**src/rtl/ldst_lane_align.sv**
```systemverilog
module ldst_lane_align #(
  parameter int DATA_W  = 32,
  parameter int ADDR_W  = 32,
  parameter bit REG_OUT = 1'b1
) (
  input  logic              clk,
  input  logic              rst,
  input  logic              req_valid,
  input  logic              is_word,
  input  logic              is_store,
  input  logic              big_end,
  input  logic [ADDR_W-1:0] addr,
  input  logic [DATA_W-1:0] bus_rdata,
  input  logic [DATA_W-1:0] reg_wdata,
  output logic [ADDR_W-1:0] bus_addr,
  output logic [DATA_W-1:0] load_data,
  output logic [DATA_W-1:0] bus_wdata,
  output logic              out_valid
);

  localparam int LANES = DATA_W / 8;
  localparam int OFS_W = $clog2(LANES);

  logic [OFS_W-1:0]    ofs;
  logic [OFS_W-1:0]    lane;
  logic [7:0]          byte_sel;
  logic [2*DATA_W-1:0] doubled;
  logic [DATA_W-1:0]   rotated;
  logic [DATA_W-1:0]   ld_next;
  logic [DATA_W-1:0]   wd_next;

  assign ofs      = addr[OFS_W-1:0];
  assign lane     = big_end ? ~ofs : ofs;
  assign byte_sel = bus_rdata[lane*8 +: 8];
  assign doubled  = {bus_rdata, bus_rdata};
  assign rotated  = doubled[ofs*8 +: DATA_W];
  assign bus_addr = {addr[ADDR_W-1:OFS_W], {OFS_W{1'b0}}};

  assign ld_next = is_store ? '0 : (is_word ? rotated : DATA_W'(byte_sel));
  assign wd_next = !is_store ? '0 : (is_word ? reg_wdata : {LANES{reg_wdata[7:0]}});

  generate
    if (REG_OUT) begin : g_reg
      always_ff @(posedge clk) begin
        if (rst) begin
          load_data <= '0;
          bus_wdata <= '0;
          out_valid <= 1'b0;
        end else begin
          out_valid <= req_valid;
          if (req_valid) begin
            load_data <= ld_next;
            bus_wdata <= wd_next;
          end
        end
      end

      a_r8_valid_rise: assert property (@(posedge clk) disable iff (rst)
        req_valid |=> out_valid);
      a_r8_valid_fall: assert property (@(posedge clk) disable iff (rst)
        !req_valid |=> !out_valid);
      a_r8_hold: assert property (@(posedge clk) disable iff (rst)
        !req_valid |=> $stable(load_data) && $stable(bus_wdata));
      a_r2_byte_zext: assert property (@(posedge clk) disable iff (rst)
        req_valid && !is_word && !is_store |=> load_data[DATA_W-1:8] == '0);
      a_r3_rot_bits: assert property (@(posedge clk) disable iff (rst)
        req_valid && is_word && !is_store |=>
          $countones(load_data) == $countones($past(bus_rdata)));
      a_r5_word_store: assert property (@(posedge clk) disable iff (rst)
        req_valid && is_word && is_store |=> bus_wdata == $past(reg_wdata));
      a_r4_byte_rep: assert property (@(posedge clk) disable iff (rst)
        req_valid && !is_word && is_store |=>
          bus_wdata == {LANES{$past(reg_wdata[7:0])}});
      a_r7_load_quiet: assert property (@(posedge clk) disable iff (rst)
        req_valid && !is_store |=> bus_wdata == '0);
      a_r9_reset: assert property (@(posedge clk)
        rst |=> !out_valid && load_data == '0 && bus_wdata == '0);
    end else begin : g_comb
      assign load_data = ld_next;
      assign bus_wdata = wd_next;
      assign out_valid = req_valid;
    end
  endgenerate

endmodule

```
**config.mk**
```make
export PLATFORM = sky130hd
export DESIGN_NAME = ldst_lane_align
export DESIGN_NICKNAME = d
export VERILOG_FILES = /design/src/rtl/ldst_lane_align.sv
export SDC_FILE = /design/constraint.sdc
export NUM_CORES = 1
export LEC_CHECK = 0
export BUFFER_PORTS_ARGS = -buffer_cell sky130_fd_sc_hd__buf_2
export CAP_MARGIN = 20
export CORE_MARGIN = 2
export CORE_UTILIZATION = 45
export DETAILED_ROUTE_END_ITERATION = 8
export PLACE_DENSITY = 0.78
export SYNTH_ARGS = -nofsm -noshare
export SYNTH_HDL_FRONTEND = slang
export SYNTH_SLANG_ARGS = --single-unit
```
**constraint.sdc**
```tcl
create_clock -name clk -period 1.4 [get_ports clk]
set_input_delay 0.14 -clock clk [delete_from_list [all_inputs] [get_ports clk]]
set_output_delay 0.14 -clock clk [all_outputs]
set_load 0.01 [all_outputs]
```
== After elaboration in Yosys (flattened, before gate mapping) ==
Cells that the tools add are included.
Widths: inputs -> output; s select.

* RAM bits: 0
* Word-level logic and storage cells: 11
* Output and inout port bits: 97
* Register bits: 65
* Memories: 0
* Input bits: 102
* Bits in read-only memories: 0
* Latch bits: 0

* Div/mod/pow operators: 0
* Multiplexer cells: 5
* $lt $le $gt $ge: 0
* Bitwise gates (word level): 1
* Equal/unequal tests: 0
* Multiply operators: 0
* Shift operators: 2
* Add/subtract/negate cells: 0
* Reduce and logical (&&, ||, !) cells: 0

{| class="wikitable"
|+ Operator list
! operator !! number
|-
| $mux 32 || 4
|-
| $shiftx 64x6->32 || 1
|-
| $shiftx 32x6->8 || 1
|-
| $mux 2 || 1
|-
| $not 2->2 || 1
|}

== Logic depth before layout (Yosys ltp) ==
* Word-level depth: 5
* Gate-level depth with buffers: 7

== Worst setup path after synthesis ==
Ideal clock, no wire load.

* Path kind: input-to-reg
* Start: in addr[1]
* End: reg load_data[22]
* Setup time: 0.128 ns
* Data required time: 1.272 ns
* Arrival: 1.081 ns
* Stages: 5
* Setup slack: 0.192 ns
* Path buffers: 1
* Cell sequence: buf_6 -> mux2_2 -> or2_2 -> a32oi_1 -> nor2_1

* Longest elaborated chain between the ends: 3

{| class="wikitable"
|+ RTL lines
! element !! line !! RTL
|-
| start, declared || 12 || <nowiki>input logic [ADDR_W-1:0] addr,</nowiki>
|-
| $shiftx 64x6->32 || 36 || <nowiki>assign rotated = doubled[ofs*8 +: DATA_W];</nowiki>
|-
| $mux 32 (2 in series) || 39 || <nowiki>assign ld_next = is_store ? '0 : (is_word ? rotated : DATA_W'(byte_sel));</nowiki>
|-
| end signal, assigned || 52 || <nowiki>load_data <= ld_next;</nowiki>
|-
| end, declared || 16 || <nowiki>output logic [DATA_W-1:0] load_data,</nowiki>
|}

Every way passes these cells.
A chain may end at the register's enable or synchronous reset.

== Final worst setup path ==
* Start: in addr[1]
* End: reg load_data[3]

* Longest elaborated chain between the ends: 5
* Elaborated cells on any way between the ends: 6
* Classes of those cells: shift (2); mux (3); bitwise (1)

{| class="wikitable"
|+ RTL lines
! element !! line !! RTL
|-
| $not 2->2 || 33 || <nowiki>assign lane = big_end ? ~ofs : ofs;</nowiki>
|-
| $mux 2 || 33 ||
|-
| $shiftx 32x6->8 || 34 || <nowiki>assign byte_sel = bus_rdata[lane*8 +: 8];</nowiki>
|-
| $mux 32 * (2 in series) || 39 ||
|}

Every way passes the cells marked *; elsewhere a longest branch is shown, timed or not.

==> metrics <==
initial antenna violation count 0; Worst-path clk slew 0.08 ns; Finished Core Util 0.550; first-pass GRT wire length 19,700 µm; DR iter-0 viols 452; All-Layer GR Usage 0.243; Num CTS Buffers 9; largest net degree at the start of global routing 66; top cells by area, synth dfxtp_1 (31%), mux2i_1 (8.8%), nand2_1 (7.8%); # IOs ~200; H-tree depth 3; Clock Root Buffer clkbuf_8; crit path DAT 1.42 ns; f_max 833 MHz; DP Cell Count 703; Hold Crit Class input pin to flop; status completed; wire length on met3 1130 µm; die area 0.0102 mm²; nets 705; Via-to-Cell Ratio about 5.9; flops & latches, synth 65; max_slew headroom 0.407; CP cell instances buf_2, buf_4, nand2b_1, a2bb2oi_1, o221ai_1, o32ai_1; Yosys top cell area share 0.309; Routability Congestion between 0.8 and 0.9; crit share post-route 0.857; wire length on met2 5910 µm; WHS 0.0839 ns; Max Cap Viol 0; CTS tree built; Period minus WS final ~1.2 ns; Detailed Route WL approximately 13,000 µm; synth warn 0; cell with the most instances after synthesis nand2_1; total power draw between 0.004 and 0.005 W; prevailing post-synth register cell dfxtp_1; Post-Syn Area per Cell about 8.4 µm²; Slowest Stage Delay on Critical Path 0.33 ns; ant diodes 0; CTS Hold Bufs 0; Post-synth ARST share 0; Power Density 958 mW/mm²; HPWL after detailed placement 9110 µm; RSZ-0062 raised after global routing no; peak supply drop 0.535 mV; final-report max-slew violation count 0; post-synth top area cell dfxtp_1; synthesized instance count 501; number of remaining DRC errors 0; Critical-path top delay cell o32ai_1; slack of the critical path 0.200 ns; fill count 838; hold violation total from the final report 0; number of port buffers 136; first-pass iteration count of the detailed router 5; initial core utilization 0.460; WP buf/inv 2; Leakage ~2.4 nW; pre-CTS WS -0.0816 ns; Max Fanout on Critical Path 7; maximum clock path buffer count 2; critical path type input pin to flop; final setup vio count 0; CP startpoint kind input pin; WL/cell 17.8 µm; Die Ht 101 µm; top sig layer met4; vias in the first global route 3,853; Synth top cells by count nand2_1 (88), dfxtp_1 (65), nor2_1 (64); postcts setup bufs 0; Post-CTS Resized 0; via count 4,238; M1 WL 5490 µm; Core Region 0.00915 mm²; antenna viol nets, final 0; Die X-Extent 101 µm; crit-path leading delay family compound AO/OA/AOI/OAI gates; EDFF count, synth 0; Post-Syn Area ~0.0042 mm²; post-synthesis sequential area ratio 0.309; Max Clock Skew 0 ns; layout cells sized above 1 0.332; Finished Layout Cells 719; Req. time, crit path roughly 1.6 ns; CP endpoint kind flop; Clock Latency Late Sink 0.35 ns; Layout area overhead 19.4%; Clock Sinks 65; Yosys cell types 37; Slew @ Worst Pin around 0.89 ns; FP Rows 35; total gr overflow 0
==> per-stage QoR <==
step	setup TNS, ns	area, µm²
floorplan	0	4220
global placement	-0.0111	4810
detailed placement	-0.226	4810
CTS	0	5030
global route	0	5030
finish	0	5030
==> final cells by class <==
type	count	area [µm²]	area share
tap	111	139	0.0276
clock inverter	6	91.3	0.0182
clock buffer	10	128	0.0254
multi-input combinational	356	2380	0.473
timing repair buffer	168	983	0.195
inverter	3	11.3	0.00224
sequential	65	1300	0.259
==> per-layer routing <==
layer,up-vias,global-route usage
li1,1974,-
met1,1987,0.333
met2,243,0.373
met3,34,0.0534
met4,0,0.0948
met5,-,0
==> cells by family after synthesis <==
family / count (synthesis) / synth area share
compound gates: 116 / 0.212
buf+inv: 81 / 0.128
flops: 65 / 0.309
mux: 55 / 0.169
other cells: 1 / 0.000890
simple gates: 183 / 0.181
==> where the power goes <==
part	switching (W)	leakage, nW	internal [W]
logic	0.000594	1.76	0.000470
registers	0.0000409	0.529	0.00192
clock network	0.000779	0.111	0.00101
total	0.00141	2.40	0.00341
==> worst paths after layout <==
path / from / end / slack, ns / cells after the start
worst max-delay path: addr[1] / load_data[3]$_SDFFE_PP0P_ / 0.20 / 6
worst min-delay path: reg_wdata[4] / bus_wdata[4]$_SDFFE_PP0P_ / 0.08 / 3
worst max register to register: load_data[3]$_SDFFE_PP0P_ / load_data[3]$_SDFFE_PP0P_ / 0.59 / 2
worst min register to register: load_data[12]$_SDFFE_PP0P_ / load_data[12]$_SDFFE_PP0P_ / 0.46 / 2
==> flip-flops by register name, summed over array words and instances (netlist names) <==
| signal | flops |
|---|---|
| out_valid | 1 |
| load_data | 32 |
| bus_wdata | 32 |
==> cell usage in the layout (no fill, tap or decap), drive strengths merged, types with 7 or more instances in the layout <==
cell    count
nand2b     11
nand3       8
mux2        7
a32oi      14
dfxtp      65
mux4       11
a22oi      41
nor2       64
nand2      88
clkbuf     10
o211ai      7
a21oi      17
mux2i      37
buf       168
a211o      12
o32ai       8
==> tightest hold or removal path, stage by stage <==
cell and delay, ns:
buf_2 0.10, nand3_1 0.07, a21oi_1 0.06
No activity file was read; power rests on OpenSTA's default activity.
